### config.mk
export PLATFORM = sky130hd
export DESIGN_NAME = prio_irq_ctrl
export DESIGN_NICKNAME = d
export VERILOG_FILES = /design/src/rtl/irq_ctrl_pkg.sv /design/src/rtl/irq_prio_regs.sv /design/src/rtl/irq_arbiter.sv /design/src/rtl/irq_prio_stack.sv /design/src/rtl/prio_irq_ctrl.sv
export SDC_FILE = /design/constraint.sdc
export NUM_CORES = 1
export LEC_CHECK = 0
export BUFFER_PORTS_ARGS = -buffer_cell sky130_fd_sc_hd__buf_2
export CAP_MARGIN = 20
export CELL_PAD_IN_SITES_DETAIL_PLACEMENT = 1
export CELL_PAD_IN_SITES_GLOBAL_PLACEMENT = 1
export CORE_MARGIN = 1.5
export CORE_UTILIZATION = 33
export DETAILED_ROUTE_END_ITERATION = 8
export GPL_TIMING_DRIVEN = 1
export PLACE_DENSITY = 0.65
export SLEW_MARGIN = 5
export SYNTH_ARGS = -nofsm -noshare
export SYNTH_HDL_FRONTEND = slang
export SYNTH_SLANG_ARGS = --single-unit
### constraint.sdc
create_clock -name clk -period 11.9 [get_ports clk]
set_clock_uncertainty 0.15 [all_clocks]
set_input_delay 2.38 -clock clk [delete_from_list [all_inputs] [get_ports clk]]
set_output_delay 2.38 -clock clk [all_outputs]
set_load 0.01 [all_outputs]
### src/rtl/irq_ctrl_pkg.sv
package irq_ctrl_pkg;
    typedef enum logic {
        ST_QUIET  = 1'b0,
        ST_SIGNAL = 1'b1
    } irq_state_e;
endpackage

### src/rtl/irq_prio_regs.sv
module irq_prio_regs #(
    parameter int NSRC   = 8,
    parameter int PRIO_W = 4,
    parameter int SEL_W  = $clog2(NSRC + 1)
) (
    input  logic                           clk,
    input  logic                           rst_n,
    input  logic                           we_i,
    input  logic [SEL_W-1:0]               sel_i,
    input  logic [PRIO_W-1:0]              data_i,
    output logic [NSRC-1:0][PRIO_W-1:0]    prio_o
);
    for (genvar g = 0; g < NSRC; g++) begin : g_src
        always_ff @(posedge clk or negedge rst_n) begin
            if (!rst_n)
                prio_o[g] <= '0;
            else if (we_i && (sel_i == SEL_W'(g)))
                prio_o[g] <= data_i;
        end


        src_write_lands_chk: assert property (@(posedge clk) disable iff (!rst_n)
            (we_i && sel_i == SEL_W'(g)) |=> prio_o[g] == $past(data_i));
    end
endmodule

### src/rtl/irq_arbiter.sv
module irq_arbiter #(
    parameter int NSRC   = 8,
    parameter int PRIO_W = 4,
    parameter int IDX_W  = (NSRC > 1) ? $clog2(NSRC) : 1
) (
    input  logic                        clk,
    input  logic                        rst_n,
    input  logic [NSRC-1:0]             req_i,
    input  logic [NSRC-1:0][PRIO_W-1:0] prio_i,
    input  logic [PRIO_W-1:0]           ceil_i,
    output logic                        any_o,
    output logic [IDX_W-1:0]            idx_o,
    output logic [PRIO_W-1:0]           prio_o
);
    always_comb begin
        any_o  = 1'b0;
        idx_o  = '0;
        prio_o = ceil_i;
        for (int i = 0; i < NSRC; i++) begin
            if (req_i[i] && (prio_i[i] > prio_o)) begin
                any_o  = 1'b1;
                idx_o  = IDX_W'(i);
                prio_o = prio_i[i];
            end
        end
    end


    win_above_ceiling_chk: assert property (@(posedge clk) disable iff (!rst_n)
        any_o |-> (req_i[idx_o] && prio_i[idx_o] > ceil_i));

    win_matches_prio_chk: assert property (@(posedge clk) disable iff (!rst_n)
        any_o |-> (prio_o == prio_i[idx_o]));
endmodule

### src/rtl/irq_prio_stack.sv
module irq_prio_stack #(
    parameter int DEPTH  = 16,
    parameter int W      = 4,
    parameter int DEP_W  = $clog2(DEPTH + 1)
) (
    input  logic             clk,
    input  logic             rst_n,
    input  logic             push_i,
    input  logic             pop_i,
    input  logic [W-1:0]     din_i,
    output logic [W-1:0]     top_o,
    output logic [DEP_W-1:0] depth_o,
    output logic             full_o,
    output logic             empty_o
);
    logic [W-1:0] mem_q [DEPTH];

    assign full_o  = (depth_o == DEP_W'(DEPTH));
    assign empty_o = (depth_o == '0);

    always_ff @(posedge clk or negedge rst_n) begin
        if (!rst_n)
            depth_o <= '0;
        else if (push_i)
            depth_o <= depth_o + 1'b1;
        else if (pop_i)
            depth_o <= depth_o - 1'b1;
    end

    always_ff @(posedge clk) begin
        if (push_i)
            mem_q[depth_o[DEP_W-2:0]] <= din_i;
    end

    always_comb begin
        top_o = '0;
        for (int i = 0; i < DEPTH; i++)
            if (DEP_W'(i + 1) == depth_o)
                top_o = mem_q[i];
    end


    stack_no_overflow_chk: assert property (@(posedge clk) disable iff (!rst_n)
        push_i |-> !full_o);

    stack_no_underflow_chk: assert property (@(posedge clk) disable iff (!rst_n)
        pop_i |-> !empty_o);

    stack_push_pop_excl_chk: assert property (@(posedge clk) disable iff (!rst_n)
        !(push_i && pop_i));
endmodule

### src/rtl/prio_irq_ctrl.sv
module prio_irq_ctrl #(
    parameter int NSRC     = 8,
    parameter int PRIO_W   = 4,
    parameter int VEC_W    = 9,
    parameter int DEPTH    = 16,
    parameter int SPUR_VEC = 511,
    localparam int IDX_W   = (NSRC > 1) ? $clog2(NSRC) : 1,
    localparam int SEL_W   = $clog2(NSRC + 1),
    localparam int DEP_W   = $clog2(DEPTH + 1)
) (
    input  logic              clk,
    input  logic              rst_n,
    input  logic [NSRC-1:0]   req_i,
    input  logic              cfg_we_i,
    input  logic [SEL_W-1:0]  cfg_sel_i,
    input  logic [PRIO_W-1:0] cfg_data_i,
    input  logic              ack_i,
    input  logic              eoi_i,
    output logic              irq_o,
    output logic [VEC_W-1:0]  vec_o,
    output logic [PRIO_W-1:0] cur_prio_o,
    output logic [DEP_W-1:0]  nest_depth_o
);
    import irq_ctrl_pkg::*;

    localparam logic [VEC_W-1:0] SPUR = VEC_W'(SPUR_VEC);

    logic [NSRC-1:0][PRIO_W-1:0] prio_tab;
    logic                        any_elig;
    logic [IDX_W-1:0]            win_idx;
    logic [PRIO_W-1:0]           win_prio;
    logic [PRIO_W-1:0]           stk_top;
    logic                        stk_full, stk_empty;
    logic                        take, pop, ack_only, ceil_wr;
    irq_state_e                  state_q, state_d;

    irq_prio_regs #(.NSRC(NSRC), .PRIO_W(PRIO_W), .SEL_W(SEL_W)) regs_i (
        .clk(clk), .rst_n(rst_n), .we_i(cfg_we_i), .sel_i(cfg_sel_i),
        .data_i(cfg_data_i), .prio_o(prio_tab));

    irq_arbiter #(.NSRC(NSRC), .PRIO_W(PRIO_W), .IDX_W(IDX_W)) arb_i (
        .clk(clk), .rst_n(rst_n), .req_i(req_i), .prio_i(prio_tab),
        .ceil_i(cur_prio_o), .any_o(any_elig), .idx_o(win_idx), .prio_o(win_prio));

    assign ack_only = ack_i && !eoi_i;
    assign take     = ack_only && any_elig && !stk_full;
    assign pop      = eoi_i && !stk_empty;
    assign ceil_wr  = cfg_we_i && (cfg_sel_i == SEL_W'(NSRC));

    irq_prio_stack #(.DEPTH(DEPTH), .W(PRIO_W), .DEP_W(DEP_W)) stk_i (
        .clk(clk), .rst_n(rst_n), .push_i(take), .pop_i(pop),
        .din_i(cur_prio_o), .top_o(stk_top), .depth_o(nest_depth_o),
        .full_o(stk_full), .empty_o(stk_empty));

    // state register
    always_ff @(posedge clk or negedge rst_n) begin
        if (!rst_n) state_q <= ST_QUIET;
        else        state_q <= state_d;
    end

    // next state: T_RAISE, T_DROP, T_HOLD_Q, T_HOLD_S
    always_comb begin
        state_d = state_q;
        unique case (state_q)
            ST_QUIET:  state_d = any_elig ? ST_SIGNAL : ST_QUIET;
            ST_SIGNAL: state_d = any_elig ? ST_SIGNAL : ST_QUIET;
            default:   state_d = ST_QUIET;
        endcase
    end

    // outputs
    always_comb begin
        irq_o = (state_q == ST_SIGNAL);
    end

    always_ff @(posedge clk or negedge rst_n) begin
        if (!rst_n) begin
            cur_prio_o <= '0;
            vec_o      <= SPUR;
        end else begin
            if (take)          cur_prio_o <= win_prio;
            else if (pop)      cur_prio_o <= stk_top;
            else if (ceil_wr)  cur_prio_o <= cfg_data_i;
            if (ack_only)      vec_o <= take ? VEC_W'(win_idx) : SPUR;
        end
    end


    irq_rise_cause_chk: assert property (@(posedge clk) disable iff (!rst_n)
        $rose(irq_o) |-> $past(any_elig));

    irq_fall_cause_chk: assert property (@(posedge clk) disable iff (!rst_n)
        $fell(irq_o) |-> !$past(any_elig));

    ack_raises_prio_chk: assert property (@(posedge clk) disable iff (!rst_n)
        take |=> (cur_prio_o == $past(win_prio)) && (nest_depth_o == $past(nest_depth_o) + 1'b1));

    ack_vector_chk: assert property (@(posedge clk) disable iff (!rst_n)
        take |=> vec_o == VEC_W'($past(win_idx)));

    spurious_ack_chk: assert property (@(posedge clk) disable iff (!rst_n)
        (ack_only && !take && !cfg_we_i) |=>
            (vec_o == SPUR) && $stable(cur_prio_o) && $stable(nest_depth_o));

    eoi_restore_chk: assert property (@(posedge clk) disable iff (!rst_n)
        pop |=> cur_prio_o == $past(stk_top));

    eoi_empty_ignored_chk: assert property (@(posedge clk) disable iff (!rst_n)
        (eoi_i && stk_empty && !cfg_we_i) |=> $stable(cur_prio_o) && $stable(nest_depth_o));
endmodule

# [After elaboration in Yosys (flattened, before gate mapping)]
# Memories as Yosys holds them, arrays and structs flattened.
# Index checks and enable logic that the tools add are counted.
[word_totals] register_bits=51 ram_bits=64 output_inout_bits=19 elab_cells=124 n_memories=1
[op_classes] add_sub_neg=2 n_lt_le_gt_ge=8 eq_ne=25 mux=48 n_reduce_logical=28
[memory_table] memory="stk_i.mem_q" words=16 word_bits=4 rd=16 rd_ports_with_merged_regs=0 write_ports=1 line_no="irq_prio_stack.sv:16" rtl="logic [W-1:0] mem_q [DEPTH];"
[op_table] op="$mux W4" n=27
[op_table] op="$eq A4 B5 Y1 const A" n=8
[op_table] op="$gt A4 B4 Y1" n=8
[op_table] op="$logic_and A1 B1 Y1" n=21
[op_table] op="$eq A3 B5 Y1 const A" n=4
[op_table] op="$eq A4 B3 Y1 const B" n=4
[op_table] op="$mux W1" n=12
[op_table] op="$mux W3" n=4
[op_table] op="$eq A2 B5 Y1 const A" n=2
[op_table] op="$mux W5" n=2
[op_table] op="$mux W9" n=1
[op_table] op="$eq A4 B2 Y1 const B" n=2
[op_table] op="$add A5 B1 Y5 const B" n=1
[op_table] op="$eq A1 B5 Y1 const A" n=1
[op_table] op="$eq A5 B5 Y1 const A" n=1
[op_table] op="$eq A5 B5 Y1 const B" n=1
[op_table] op="$logic_not A5 Y1" n=1
[op_table] op="$sub A5 B1 Y5 const B" n=1
[op_table] op="$eq A4 B1 Y1 const B" n=1
[op_table] op="$eq A4 B4 Y1 const B" n=1
[op_table] op="$logic_not A4 Y1" n=1
[op_table] op="$mux W2" n=2
[op_table] op="$logic_not A1 Y1" n=3
[op_table] op="$reduce_bool A3 Y1" n=1
[op_table] op="$reduce_bool A2 Y1" n=1

# [Logic depth before layout (Yosys ltp)]
# Gate-level depths: netlist (run 1).
[logic_depth] depth_word=28 ltp_mapped=73 depth_no_buf=70

# [By module]
# From an unflattened synthesis (run 1), not the netlist that was laid out.
[unflattened] hier_cells=617 area_unflattened_um2=6764.0
[by_module_without_submodules] mod="irq_prio_stack" n_inst=1 cells_each=272 area_per_inst_um2=3325.7
[by_module_without_submodules] mod="irq_arbiter" n_inst=1 cells_each=227 area_per_inst_um2=1662.8
[by_module_without_submodules] mod="irq_prio_regs" n_inst=1 cells_each=76 area_per_inst_um2=1290.0
[by_module_without_submodules] mod="prio_irq_ctrl" n_inst=1 cells_each=42 area_per_inst_um2=485.5

# [Worst setup path after synthesis (run 1)]
# OpenSTA, ideal clock, no wires.
[synth_timing] path_kind="input to register" startpoint="input port req_i[0]" endpoint="memory stk_i.mem_q[15][0], enable pin" setup_ns=0.257 arrival_ns=14.017 required_time_ns=11.493 setup_slack_ns=-2.524 path_stages=66 path_buffers=4 cell_sequence="nand2_1 > a21oi_1 > mux2_2 > ha_1 > nand3_1 > a211oi_1 > or4b_4 > nor2_1 > mux2_2 > ha_1 > nand3_1 > o21ai_0 > a21oi_1 > nand2_1 > or4_1 > nor2_1 > or2_0 > buf_2 > (+30 left out) > nor2b_1 > o21ai_0 > nand2b_1 > a21oi_1 > nor2_1 > nand2_1 > o31a_1 > ha_1 > nor2b_1 > o21a_1 > o21a_1 > o211ai_1 > nor2b_1 > nand2b_1 > nor4_4 > a21oi_2 > clkbuf_1 > and2_1"
[synth_between] elab_chain_cells=27 word_cells_on_any_way=34 classes_between="7 x order compare; 17 x mux; 10 x reduce/logical"
[synth_rtl] item="start, declared" line_no="prio_irq_ctrl.sv:13" rtl="input logic [NSRC-1:0] req_i,"
[synth_rtl] item="$logic_and A1 B1 Y1 *" line_no="irq_arbiter.sv:20" rtl="if (req_i[i] && (prio_i[i] > prio_o)) begin"
[synth_rtl] item="$mux W4" line_no="irq_arbiter.sv:20"
[synth_rtl] item="$gt A4 B4 Y1" line_no="irq_arbiter.sv:20"
[synth_rtl] item="$logic_and A1 B1 Y1" line_no="irq_arbiter.sv:20"
[synth_rtl] item="$mux W4" line_no="irq_arbiter.sv:20"
[synth_rtl] item="$gt A4 B4 Y1" line_no="irq_arbiter.sv:20"
[synth_rtl] item="$logic_and A1 B1 Y1" line_no="irq_arbiter.sv:20"
[synth_rtl] item="$mux W4" line_no="irq_arbiter.sv:20"
[synth_rtl] item="(+10 left out)"
[synth_rtl] item="$logic_and A1 B1 Y1" line_no="irq_arbiter.sv:20"
[synth_rtl] item="$mux W4" line_no="irq_arbiter.sv:20"
[synth_rtl] item="$gt A4 B4 Y1" line_no="irq_arbiter.sv:20"
[synth_rtl] item="$logic_and A1 B1 Y1" line_no="irq_arbiter.sv:20"
[synth_rtl] item="$mux W1 *" line_no="irq_arbiter.sv:20"
[synth_rtl] item="$logic_and A1 B1 Y1 * (2 in a row)" line_no="prio_irq_ctrl.sv:46" rtl="assign take = ack_only && any_elig && !stk_full;"
[synth_rtl] item="$mux W1 *" line_no="irq_prio_stack.sv:31" rtl="if (push_i)"
[synth_rtl] item="$mux W1 (implied by the code) *" line_no="irq_prio_stack.sv:32" rtl="mem_q[depth_o[DEP_W-2:0]] <= din_i;"
[synth_rtl] item="end, declared" line_no="irq_prio_stack.sv:16"
# Mark *: on every way between the ends. The rest lies on a longest branch, timed or not.

# [Worst setup path in the final report (run 1)]
[layout_timing] startpoint="input port req_i[0]" endpoint="register cur_prio_o[0]"
[layout_between] elab_chain_cells=26 word_cells_on_any_way=35 classes_between="7 x order compare; 17 x mux; 11 x reduce/logical"
[layout_rtl] item="$logic_and A1 B1 Y1 *" line_no="irq_arbiter.sv:20"
[layout_rtl] item="$mux W4" line_no="irq_arbiter.sv:20"
[layout_rtl] item="$gt A4 B4 Y1" line_no="irq_arbiter.sv:20"
[layout_rtl] item="$logic_and A1 B1 Y1" line_no="irq_arbiter.sv:20"
[layout_rtl] item="$mux W4" line_no="irq_arbiter.sv:20"
[layout_rtl] item="$gt A4 B4 Y1" line_no="irq_arbiter.sv:20"
[layout_rtl] item="$logic_and A1 B1 Y1" line_no="irq_arbiter.sv:20"
[layout_rtl] item="$mux W4" line_no="irq_arbiter.sv:20"
[layout_rtl] item="(+9 left out)"
[layout_rtl] item="$gt A4 B4 Y1" line_no="irq_arbiter.sv:20"
[layout_rtl] item="$logic_and A1 B1 Y1" line_no="irq_arbiter.sv:20"
[layout_rtl] item="$mux W4" line_no="irq_arbiter.sv:20"
[layout_rtl] item="$gt A4 B4 Y1" line_no="irq_arbiter.sv:20"
[layout_rtl] item="$logic_and A1 B1 Y1" line_no="irq_arbiter.sv:20"
[layout_rtl] item="$mux W1" line_no="irq_arbiter.sv:20"
[layout_rtl] item="$logic_and A1 B1 Y1 (2 in a row)" line_no="prio_irq_ctrl.sv:46"
[layout_rtl] item="$reduce_bool A3 Y1 (no line) or $mux W4 (tied branches)"
[layout_rtl] item="end signal, assigned" line_no="prio_irq_ctrl.sv:81" rtl="if (take) cur_prio_o <= win_prio;"
[layout_rtl] item="end signal, assigned" line_no="prio_irq_ctrl.sv:82" rtl="else if (pop) cur_prio_o <= stk_top;"
[layout_rtl] item="end signal, assigned" line_no="prio_irq_ctrl.sv:83" rtl="else if (ceil_wr) cur_prio_o <= cfg_data_i;"
[layout_rtl] item="end, declared" line_no="prio_irq_ctrl.sv:21" rtl="output logic [PRIO_W-1:0] cur_prio_o,"
# Marked as above.
# A chain may end at the register's enable or synchronous reset.

==> metrics.md, run 1 <==
| Metric | Value |
|---|---|
| Vias in the first global route | `5819` |
| CP Launch Type | `input pin` |
| Die ar. | `19680 um2` |
| Root Driver | `clkbuf_16` |
| Slowest cell delay on critical path | `0.55 ns` |
| Area leader, netlist | `edfxtp_1` |
| Slew HR | `28.26%` |
| Drt total wl | `between 20 and 25 mm` |
| Post-synth cell types | `66` |
| Setup ws final | `-2.110 ns` |
| Main area contributors after synthesis | `edfxtp_1, dfrtp_1, ha_1, mux2_2, nand2_1` |
| Syn avg cell area | `between 10 and 15 um2` |
| Die width | `between 100 and 150 um` |
| Post-place setup slack | `-2.526 ns` |
| CP required | `around 12 ns` |
| Final Hold Fails | `0` |
| R2R setup slack | `-1.09 ns` |
| Failing checks | `negative setup slack` |
| Crit path max fanout | `6` |
| Hold path endpoint | `regs_i.prio_o[8]` |
| Cells after DPL | `924` |
| I/O pin total | `40` |
| Synth Flop Type | `edfxtp_1` |
| Clock latency on the worst-skew pair | `0.36 ns` |
| Syn Nets | `roughly 640` |
| Max-Cap Viols | `0` |
| Sink Count | `110` |
| Slowest cell on the critical path | `or4b_4` |
| Mapped Area | `6220 um2` |
| #FFs+latches synth | `between 100 and 150` |
| First-pass GRT wire length | `31.47 mm` |
| Initial Util | `between 30% and 40%` |
| Outcome | `finished, violations left` |
| DRT antenna net count | `0` |
| Final period utilization | `117.7%` |
| Final Critical Period | `roughly 14 ns` |
| First DRT Iteration DRCs | `259` |
| Initial antenna violation count | `0` |
| Post-synthesis sequential area ratio | `about half` |
| GPL Wtd Cong | `0.9137` |
| H-tree lvl count | `3` |
| Peak Freq | `just over 70 MHz` |
| Final non-filler cell total | `a little under 1000` |
| Post-synth top cells | `edfxtp_1, nand2_1, dfrtp_1` |
| P&R area growth vs syn | `38.32%` |
| Grt ovf | `0` |
| Synth top area share | `between 30% and 40%` |
| Core area | `approximately 19000 um2` |
| PortBufs | `39` |
| # rows | `50` |
| Total CTS buffers | `9` |
| Pwr Density | `347.0 nW/um2` |
| Vias per cell | `roughly 5.5` |
| Final #Nets | `a little under 800` |
| Yosys warnings | `0` |
| P_leak | `3.389 nW` |
| Worst-margin pin slew | `between 1 and 1.5 ns` |
| Top-count cell post-synth | `edfxtp_1` |
| Gr usage total | `20.60%` |
| Peak supply drop | `approximately 0.15 mV` |
| Reg2reg path depth | `between 60 and 70` |
| Final Setup Violations | `slightly below 80` |
| Hold_sp | `regs_i.prio_o[8]` |
| CP Class | `in2reg` |
| HP Class | `reg2reg` |
| Routed len/inst | `20.92 um` |
| CTS Buffer Depth | `2` |
| Die H | `about 140 um` |
| Max Slew Vio Count | `0` |
| # DRC | `0` |
| DP HPWL | `~14 mm` |
| Hold path cells | `1` |
| Cells after Synth | `around 580` |
| CTS tree | `built` |
| Endpoint type of the worst setup path | `flip-flop` |
| R2r startpoint | `cur_prio_o[1]` |
| Most frequent CP cell | `o21a_1` |
| RSZ-0062 raised after global routing | `yes` |
| First drt pass iteration count | `4` |
| FFs w/ async S/R, synth | `a little over two fifths` |
| Via Count | `5346` |
| CTS clk-pin slew, worst paths | `0.08 ns` |
| Arr. time, crit path | `approximately 14 ns` |
| Largest net degree at the start of global routing | `27` |
| Reg-to-reg critical path endpoint | `cur_prio_o[0]` |
| EDFF count, synth | `between 60 and 70` |
| Antenna cells | `0` |
| Layout cells sized above 1 | `about 44%` |
-- per-layer routing --
layer / global-route usage [%] / up-vias / part of all wire [%]
li1: - / 2501 / -
met2: 38.87 / 102 / 55
met4: 5.374 / 0 / 2.2
met3: 3.145 / 31 / 2.7
met1: 24.23 / 2712 / 41
met5: 0 / - / 0
-- how the worst max path moves through the flow --
stage / startpoint / endpoint / cells after the start
CTS: req_i[0] / stk_i.mem_q[13][0] / 65
finish: req_i[0] / cur_prio_o[0] / 67
global placement: req_i[0] / stk_i.mem_q[5][0] / 67
detailed placement: req_i[0] / stk_i.mem_q[7][1] / 68
global route: req_i[0] / cur_prio_o[0] / 67
floorplan: req_i[0] / stk_i.mem_q[1][0] / 64
-- cells by family (layout without fill, tap and decap cells) --
logic type | count (synthesis) | count (layout) | synth area share [%]
AO/OA/AOI/OAI | 159 | 160 | 17.10
XOR/XNOR | 3 | 3 | 0.4225
adder cells (fa/ha/maj) | 33 | 33 | 6.639
buffers and inverters | 51 | 208 | 3.561
flip-flops | 110 | 110 | 49.49
multiplexers | 39 | 39 | 7.000
AND/OR/NAND/NOR | 188 | 188 | 15.79
-- state kept, by name, summed over array words and instances (netlist names) --
register	count
stk_i.mem_q	64
regs_i.prio_o	32
stk_i.depth_o	5
cur_prio_o	4
vec_o	4
irq_o	1
-- power by group --
| group | internal [mW] | switching (mW) | total [mW] | leakage (nW) |
|---|---|---|---|---|
| Clock | 0.145 | 0.150 | 0.295 | 0.128 |
| Sequential | 0.506 | 0.0888 | 0.595 | 1.13 |
| Combinational | 1.04 | 1.06 | 2.10 | 2.13 |
| Total | 1.69 | 1.30 | 2.99 | 3.39 |
-- through the flow --
step / hold slack, ns / total power, mW / area (um2) / util (%) / setup TNS (ns)
4_1_cts: 0.3755 / 2.704 / 8257 / 44.44 / -128.75
3_3_place_gp: 0.3577 / 2.081 / 7501 / 40.37 / -153.85
2_1_floorplan: 0.3482 / 1.491 / 6466 / - / -128.27
5_1_grt: 0.4314 / 3.159 / 8603 / 46.30 / -186.83
3_5_place_dp: 0.3644 / 2.145 / 7521 / 40.48 / -187.15
6_report: 0.4149 / 2.986 / 8603 / 46.30 / -152.17
-- final cells by class --
class / count / area (um2)
Fill cell: 2008 / 9977
Clock buffer: 9 / 225.2
Sequential cell: 110 / 3078
Timing Repair Buffer: 166 / 1210
Tap cell: 234 / 292.8
Clock inverter: 6 / 53.80
Multi-Input combinational cell: 423 / 3642
Inverter: 27 / 101.3
-- repair_timing --
action | 4_1_cts | 5_1_grt
pin swaps | 26 | 32
buffers inserted | 28 | 11
hold buffers | 0 | 0
endpoints found under the setup margin | 78 | 78
gates cloned | 1 | 0
gates resized for setup | 49 | 50
-- placed cells by master, fill, tap and decap left out, types with 6 or more instances in the layout --
cell,instances
o21a_1,11
inv_1,22
a21oi_2,8
ha_1,20
o21ai_0,32
or4_1,7
nor2_1,29
edfxtp_1,64
ha_4,12
a22oi_1,8
and3_1,9
a31oi_1,6
mux2_2,27
a21oi_1,21
or2_2,6
dfrtp_1,42
buf_2,38
nand2_1,46
buf_4,118
nor3_1,7
nand3_1,7
buf_6,7
clkbuf_16,9
nand3b_1,7
nor2_4,7
o211ai_1,11
and3_4,7
-- worst max-delay path: cells and delay by family --
kind | cells | cell delay [ns]
adder cells (fa/ha/maj) | 7 | 1.57
AO/OA/AOI/OAI | 28 | 4.47
AND/OR/NAND/NOR | 20 | 3.52
buffers and inverters | 7 | 0.81
multiplexers | 5 | 1.36
(Power assumes the default switching activity.)
==> run 2, diff against run 1 <==
--- a/config.mk
+++ b/config.mk
@@ -5,6 +5,7 @@
 export SDC_FILE = /design/constraint.sdc
 export NUM_CORES = 1
 export LEC_CHECK = 0
+export ABC_AREA = 1
 export BUFFER_PORTS_ARGS = -buffer_cell sky130_fd_sc_hd__buf_2
 export CAP_MARGIN = 20
 export CELL_PAD_IN_SITES_DETAIL_PLACEMENT = 1
@@ -13,7 +14,7 @@
 export CORE_UTILIZATION = 33
 export DETAILED_ROUTE_END_ITERATION = 8
 export GPL_TIMING_DRIVEN = 1
-export PLACE_DENSITY = 0.65
+export PLACE_DENSITY = 0.67
 export SLEW_MARGIN = 5
 export SYNTH_ARGS = -nofsm -noshare
 export SYNTH_HDL_FRONTEND = slang
==> metrics.md, run 2 <==
| Metric | Value |
|---|---|
| EDFF count, synth | `64 (unchanged)` |
| Core Util, Final | `38.69% (was 46.30%)` |
| Max FFs per register | `64 (unchanged)` |
| Outcome | `complete, no violations (was finished, violations left)` |
| Peak Freq | `88.89 MHz (was 71.38 MHz)` |
| Synth Flop Type | `edfxtp_1 (unchanged)` |
| Slew HR | `53.17% (was 28.26%)` |
| Final Critical Period | `11.25 ns (was 14.01 ns)` |
| Top-count cell post-synth | `nand2_1 (was edfxtp_1)` |
| CP Class | `in2reg (unchanged)` |
| # rows | `50 (unchanged)` |
| HP Class | `reg2reg (unchanged)` |
| P&R area growth vs syn | `15.06% (was 38.32%)` |
| Total CTS buffers | `9 (unchanged)` |
| Routed len/inst | `17.23 um (was 20.92 um)` |
| First-pass GRT wire length | `27.81 mm (was 31.47 mm)` |
| Syn avg cell area | `8.797 um2 (was 10.67 um2)` |
| Clock latency on the worst-skew pair | `0.36 ns (about the same)` |
| Core area | `18710 um2 (was 18580 um2)` |
| First DRT Iteration DRCs | `215 (was 259)` |
| Largest net degree at the start of global routing | `47 (was 27)` |
| Arr. time, crit path | `11.14 ns (was 14.15 ns)` |
| Hold path cells | `2 (was 1)` |
| Crit path launch | `req_i[0] (unchanged)` |
| Gr usage total | `17.89% (was 20.60%)` |
| Post-synth cell types | `42 (was 66)` |
| Synth top area share | `30.56% (was 30.90%)` |
| First drt pass iteration count | `7 (was 4)` |
| CTS tree | `built (unchanged)` |
| Yosys warnings | `0 (unchanged)` |
| Crit path max fanout | `17 (was 6)` |
| Post-synth top cells | `nand2_1, inv_1, o21ai_0 (was edfxtp_1, nand2_1, dfrtp_1)` |
| Cells after DPL | `979 (was 924)` |
| GPL Wtd Cong | `0.8440 (was 0.9137)` |
| Post-synthesis sequential area ratio | `48.94% (was 49.49%)` |
| Initial antenna violation count | `0 (unchanged)` |
| Most common cell after layout, fill and taps aside | `nand2_1 (was buf_4)` |
| Slowest cell delay on critical path | `0.35 ns (was 0.55 ns)` |
| #FFs+latches synth | `110 (unchanged)` |
| Grt ovf | `0 (unchanged)` |
| R2R setup slack | `1.60 ns (was -1.09 ns)` |
| Mapped Area | `6290 um2 (was 6220 um2)` |
| Vias per cell | `5.122 (was 5.483)` |
| R2r startpoint | `cur_prio_o[1] (unchanged)` |
| Hold WS | `0.3534 ns (was 0.4149 ns)` |
| Antenna cells | `0 (unchanged)` |
| Final non-filler cell total | `998 (was 975)` |
| FFs w/ async S/R, synth | `41.82% (unchanged)` |
| DRT antenna net count | `0 (unchanged)` |
| Final Setup Violations | `0 (was 78)` |
| Cells after Synth | `715 (was 583)` |
| Die H | `141.1 um (was 140.3 um)` |
| # hold bufs at CTS | `0 (unchanged)` |
| CP Launch Type | `input pin (unchanged)` |
| Max Slew Vio Count | `0 (unchanged)` |
| CTS Buffer Depth | `2 (unchanged)` |
| # DRC | `0 (unchanged)` |
| Reg2reg path depth | `67 (was 68)` |
| Final Hold Fails | `0 (unchanged)` |
| Initial Util | `33.63% (was 33.47%)` |
| Layout cells sized above 1 | `16.36% (was 44.13%)` |
| DP HPWL | `12.76 mm (was 13.76 mm)` |
| Die ar. | `19900 um2 (was 19680 um2)` |
| Commonest cells after routing, fill and taps aside | `nand2_1, inv_1, o21ai_0 (was buf_4, edfxtp_1, nand2_1)` |
| I/O pin total | `40 (unchanged)` |
| Main area contributors after synthesis | `edfxtp_1, dfrtp_1, nand2_1, ha_1, inv_1 (was edfxtp_1, dfrtp_1, ha_1, mux2_2, nand2_1)` |
| Root Driver | `clkbuf_16 (unchanged)` |
| Final period utilization | `94.53% (was 117.7%)` |
| Reg-to-reg critical path endpoint | `stk_i.mem_q[14][3] (was cur_prio_o[0])` |
| Drt total wl | `17.19 mm (was 20.40 mm)` |
| Slowest cell on the critical path | `ha_1 (was or4b_4)` |
| CTS clk-pin slew, worst paths | `0.07 ns (was 0.08 ns)` |
| Endpoint type of the worst setup path | `flip-flop (unchanged)` |
| Via Count | `5112 (was 5346)` |
| Final #Nets | `813 (was 791)` |
| Max-Cap Viols | `0 (unchanged)` |
| Syn Nets | `769 (was 637)` |
| Hold path endpoint | `regs_i.prio_o[12] (was regs_i.prio_o[8])` |
| Sink Count | `110 (unchanged)` |
| CP required | `11.79 ns (was 12.04 ns)` |
| Fill count | `2200 (was 2008)` |
| Die width | `141.1 um (was 140.3 um)` |
| Area leader, netlist | `edfxtp_1 (unchanged)` |
| PortBufs | `39 (unchanged)` |
| Worst-margin pin slew | `0.6970 ns (was 1.076 ns)` |
| H-tree lvl count | `3 (unchanged)` |
| Vias in the first global route | `5415 (was 5819)` |
| Hold_sp | `regs_i.prio_o[12] (was regs_i.prio_o[8])` |
-- run 2: changes by cell type in the layout (fill, tap and decap cells not counted), moves of 8 or more --
cell and delta:
inv_1 +72, buf_4 -114, a21oi_2 -8, and3_1 -9, o21bai_1 +10, ha_1 +13, nand2_2 +8, ha_4 -12
o21a_1 -11, nand2_1 +120, o21ai_0 +33, nand3_1 +44, mux2_2 -27
-- run 2: kinds of logic (layout without fill, tap and decap cells) --
family	count (synthesis)	after routing	synth area share, %
XOR/XNOR	5	5	0.6962
AND/OR/NAND/NOR	328	329	24.93
flip-flops	110	110	48.94
buffers and inverters	110	158	7.181
adder cells (fa/ha/maj)	33	33	6.565
AO/OA/AOI/OAI	129	129	11.70
-- run 2: stage by stage --
stage,worst slack [ns],setup TNS (ns),cell area (um2)
after floorplan,1.400,0,6290
after global placement,0.2331,0,6720
after detailed placement,-0.3260,-14.37,6720
after CTS,0.001376,0,7033
after global routing,-0.002885,-0.007956,7237
final,0.6506,0,7237
-- run 2: area by class of cell --
class	count	area, um2	share of cell area (%)
Inverter	97	364.1	5.031
Sequential cell	110	3078	42.53
Tap cell	234	292.8	4.046
Clock inverter	6	68.82	0.9509
Multi-Input combinational cell	496	2939	40.61
Clock buffer	10	229.0	3.164
Timing Repair Buffer	45	265.3	3.665
-- run 2: worst max-delay path by stage --
stage,end,slack (ns),depth (start not counted)
3_5_place_dp,stk_i.mem_q[5][0],-0.33,62
6_report,stk_i.mem_q[14][3],0.65,63
4_1_cts,stk_i.mem_q[4][0],0.001,62
2_1_floorplan,stk_i.mem_q[15][0],1.40,64
3_3_place_gp,stk_i.mem_q[12][3],0.23,63
5_1_grt,stk_i.mem_q[14][3],-0.003,64
-- run 2: what timing repair did --
action                     in CTS  in global routing
setup endpoints to repair       8                 77
setup buffers                   0                  1
cloned                          0                  1
gates resized for setup         3                 34
pin swaps                       0                  2
-- run 2: critical path, delay by kind of cell --
family	cells	cell delay [ns]
adders and majority gates	7	2.16
AOI/OAI and AO/OA	15	2.17
buffers and inverters	10	0.75
and+or+nand+nor	31	3.65
-- run 2: routing by layer --
layer  part of all wire, %  global-route usage, %
met5                     0                      0
met3                   3.1                  3.363
met2                    51                  31.92
met4                   1.5                  4.934
met1                    45                  22.11
Power of run 2 is not shown: default switching activity piles up to over one toggle a cycle in this logic, so the estimate is an artifact.
==> run 3, diff against run 2 <==
--- a/config.mk
+++ b/config.mk
@@ -10,8 +10,9 @@
 export CAP_MARGIN = 20
 export CELL_PAD_IN_SITES_DETAIL_PLACEMENT = 1
 export CELL_PAD_IN_SITES_GLOBAL_PLACEMENT = 1
-export CORE_MARGIN = 1.5
+export CORE_MARGIN = 2
 export CORE_UTILIZATION = 33
+export CTS_BUF_LIST = sky130_fd_sc_hd__clkbuf_16
 export DETAILED_ROUTE_END_ITERATION = 8
 export GPL_TIMING_DRIVEN = 1
 export PLACE_DENSITY = 0.67
==> metrics.md, run 3 (same netlist as run 2, synthesis figures left out) <==
| Metric | Value |
|---|---|
| Final Setup Violations | `0 (unchanged)` |
| DP HPWL | `12.86 mm (was 12.76 mm)` |
| Arr. time, crit path | `10.81 ns (was 11.14 ns)` |
| CTS Buffer Depth | `2 (unchanged)` |
| Vias in the first global route | `5395 (was 5415)` |
| Worst-margin pin slew | `0.7497 ns (was 0.6970 ns)` |
| CTS clk-pin slew, worst paths | `0.07 ns (about the same)` |
| Final period utilization | `91.75% (was 94.53%)` |
| Layout cells sized above 1 | `16.56% (was 16.36%)` |
| Max FFs per register | `64 (unchanged)` |
| H-tree lvl count | `3 (unchanged)` |
| GPL Wtd Cong | `0.9347 (was 0.8440)` |
| Setup TNS | `0 ns (unchanged)` |
| WP depth | `64 (was 63)` |
| Slew HR | `49.64% (was 53.17%)` |
| First-pass GRT wire length | `27.86 mm (was 27.81 mm)` |
| Routed len/inst | `17.23 um (about the same)` |
| I/O pin total | `40 (unchanged)` |
| Fill count | `2214 (was 2200)` |
| Die width | `142.1 um (was 141.1 um)` |
| Sink Count | `110 (unchanged)` |
| Most frequent CP cell | `nand2_1` |
| Clock latency on the worst-skew pair | `0.36 ns (about the same)` |
| Die H | `142.1 um (was 141.1 um)` |
| # rows | `50 (unchanged)` |
| Final #Nets | `816 (was 813)` |
| Drt total wl | `17.24 mm (was 17.19 mm)` |
| Max-Cap Viols | `0 (unchanged)` |
| Total CTS buffers | `9 (unchanged)` |
| Cells after DPL | `980 (was 979)` |
| Max Slew Vio Count | `0 (unchanged)` |
| Final Cell Area | `7224 um2 (was 7237 um2)` |
| Antenna cells | `0 (unchanged)` |
| Hold WS | `0.3402 ns (was 0.3534 ns)` |
| Via Count | `5105 (was 5112)` |
| Peak Freq | `91.59 MHz (was 88.89 MHz)` |
| Slowest cell delay on critical path | `0.36 ns (was 0.35 ns)` |
| Die ar. | `20180 um2 (was 19900 um2)` |
| PortBufs | `39 (unchanged)` |
| Hold path cells | `2 (unchanged)` |
| CP Launch Type | `input pin (unchanged)` |
| Gr usage total | `17.61% (was 17.89%)` |
| Crit path max fanout | `17 (unchanged)` |
| RSZ-0062 raised after global routing | `no` |
| Initial Util | `33.63% (unchanged)` |
| Final Critical Period | `10.92 ns (was 11.25 ns)` |
| CP Buf/Inv Count | `11 (was 10)` |
| Final non-filler cell total | `1001 (was 998)` |
| Endpoint type of the worst setup path | `flip-flop (unchanged)` |
| Commonest cells after routing, fill and taps aside | `nand2_1, inv_1, edfxtp_1 (was nand2_1, inv_1, o21ai_0)` |
| Most common cell after layout, fill and taps aside | `nand2_1 (unchanged)` |
| Initial antenna violation count | `0 (unchanged)` |
| Post-Place Cell Area | `6728 um2 (was 6720 um2)` |
| First DRT Iteration DRCs | `243 (was 215)` |
| CP required | `11.79 ns (about the same)` |
| Outcome | `complete, no violations (unchanged)` |
| # DRC | `0 (unchanged)` |
| CP Class | `in2reg (unchanged)` |
| Slowest cell on the critical path | `ha_1 (unchanged)` |
| DRT antenna net count | `0 (unchanged)` |
| Grt ovf | `0 (unchanged)` |
| HP Class | `reg2reg (unchanged)` |
| Largest net degree at the start of global routing | `47 (unchanged)` |
| First drt pass iteration count | `4 (was 7)` |
| CP delay by family, top | `simple AND/OR/NAND/NOR gates (unchanged)` |
| Final Hold Fails | `0 (unchanged)` |
| Vias per cell | `5.100 (was 5.122)` |
| CTS tree | `built (unchanged)` |
| P&R area growth vs syn | `14.86% (was 15.06%)` |
| Core area | `18710 um2 (unchanged)` |
| Root Driver | `clkbuf_16 (unchanged)` |
| Reg2reg path depth | `68 (was 67)` |
run 3: metrics by stage:
step | setup WS (ns) | util (%)
2_1_floorplan | 1.400 | -
6_report | 0.9815 | 38.62
3_5_place_dp | -0.3841 | 35.97
3_3_place_gp | 0.2312 | 35.97
4_1_cts | -0.02899 | 37.48
5_1_grt | 0.05320 | 38.62
run 3: final timing paths:
path | start | slack (ns) | to
max in group asynchronous | rst_n | 9.23 | cur_prio_o[0]
max reg2reg | cur_prio_o[2] | 1.98 | stk_i.mem_q[4][3]
max | req_i[0] | 0.98 | stk_i.mem_q[4][3]
min reg2reg | regs_i.prio_o[16] | 0.34 | regs_i.prio_o[16]
min in group asynchronous | rst_n | 1.83 | regs_i.prio_o[24]
min | regs_i.prio_o[16] | 0.34 | regs_i.prio_o[16]
run 3: final cells by class:
| cell class | count | area (um2) | area share, % |
|---|---|---|---|
| clock buffers | 9 | 225.2 | 3.117 |
| clock inverters | 7 | 48.80 | 0.6754 |
| repair buffers | 48 | 287.8 | 3.983 |
| well taps | 234 | 292.8 | 4.053 |
| inverters | 97 | 364.1 | 5.040 |
| flip-flops and latches | 110 | 3078 | 42.60 |
| multi-input cells | 496 | 2928 | 40.53 |
run 3: worst reg2reg max path, delay by kind of cell (launching register included):
kind                     cells  cell delay, ns
buffers and inverters       12            1.13
AND/OR/NAND/NOR             34            3.73
flip-flops                   1            0.33
adder cells (fa/ha/maj)      8            2.50
AO/OA/AOI/OAI               14            1.74
run 3: repair_timing:
item / CTS / global route
hold buffers: 0 / 0
pin swaps: 0 / 7
gates cloned: 0 / 1
setup buffers: 0 / 3
setup endpoints to repair: 16 / 77
gates resized for setup: 2 / 36
run 3: layer usage:
layer	track usage [%]	up-vias	wire, um
li1	-	2501	-
met1	22.31	2513	7813
met2	31.20	71	8746
met3	3.533	20	474
met4	3.579	0	209
met5	0	-	0
Power of run 3 is left out for the same reason.
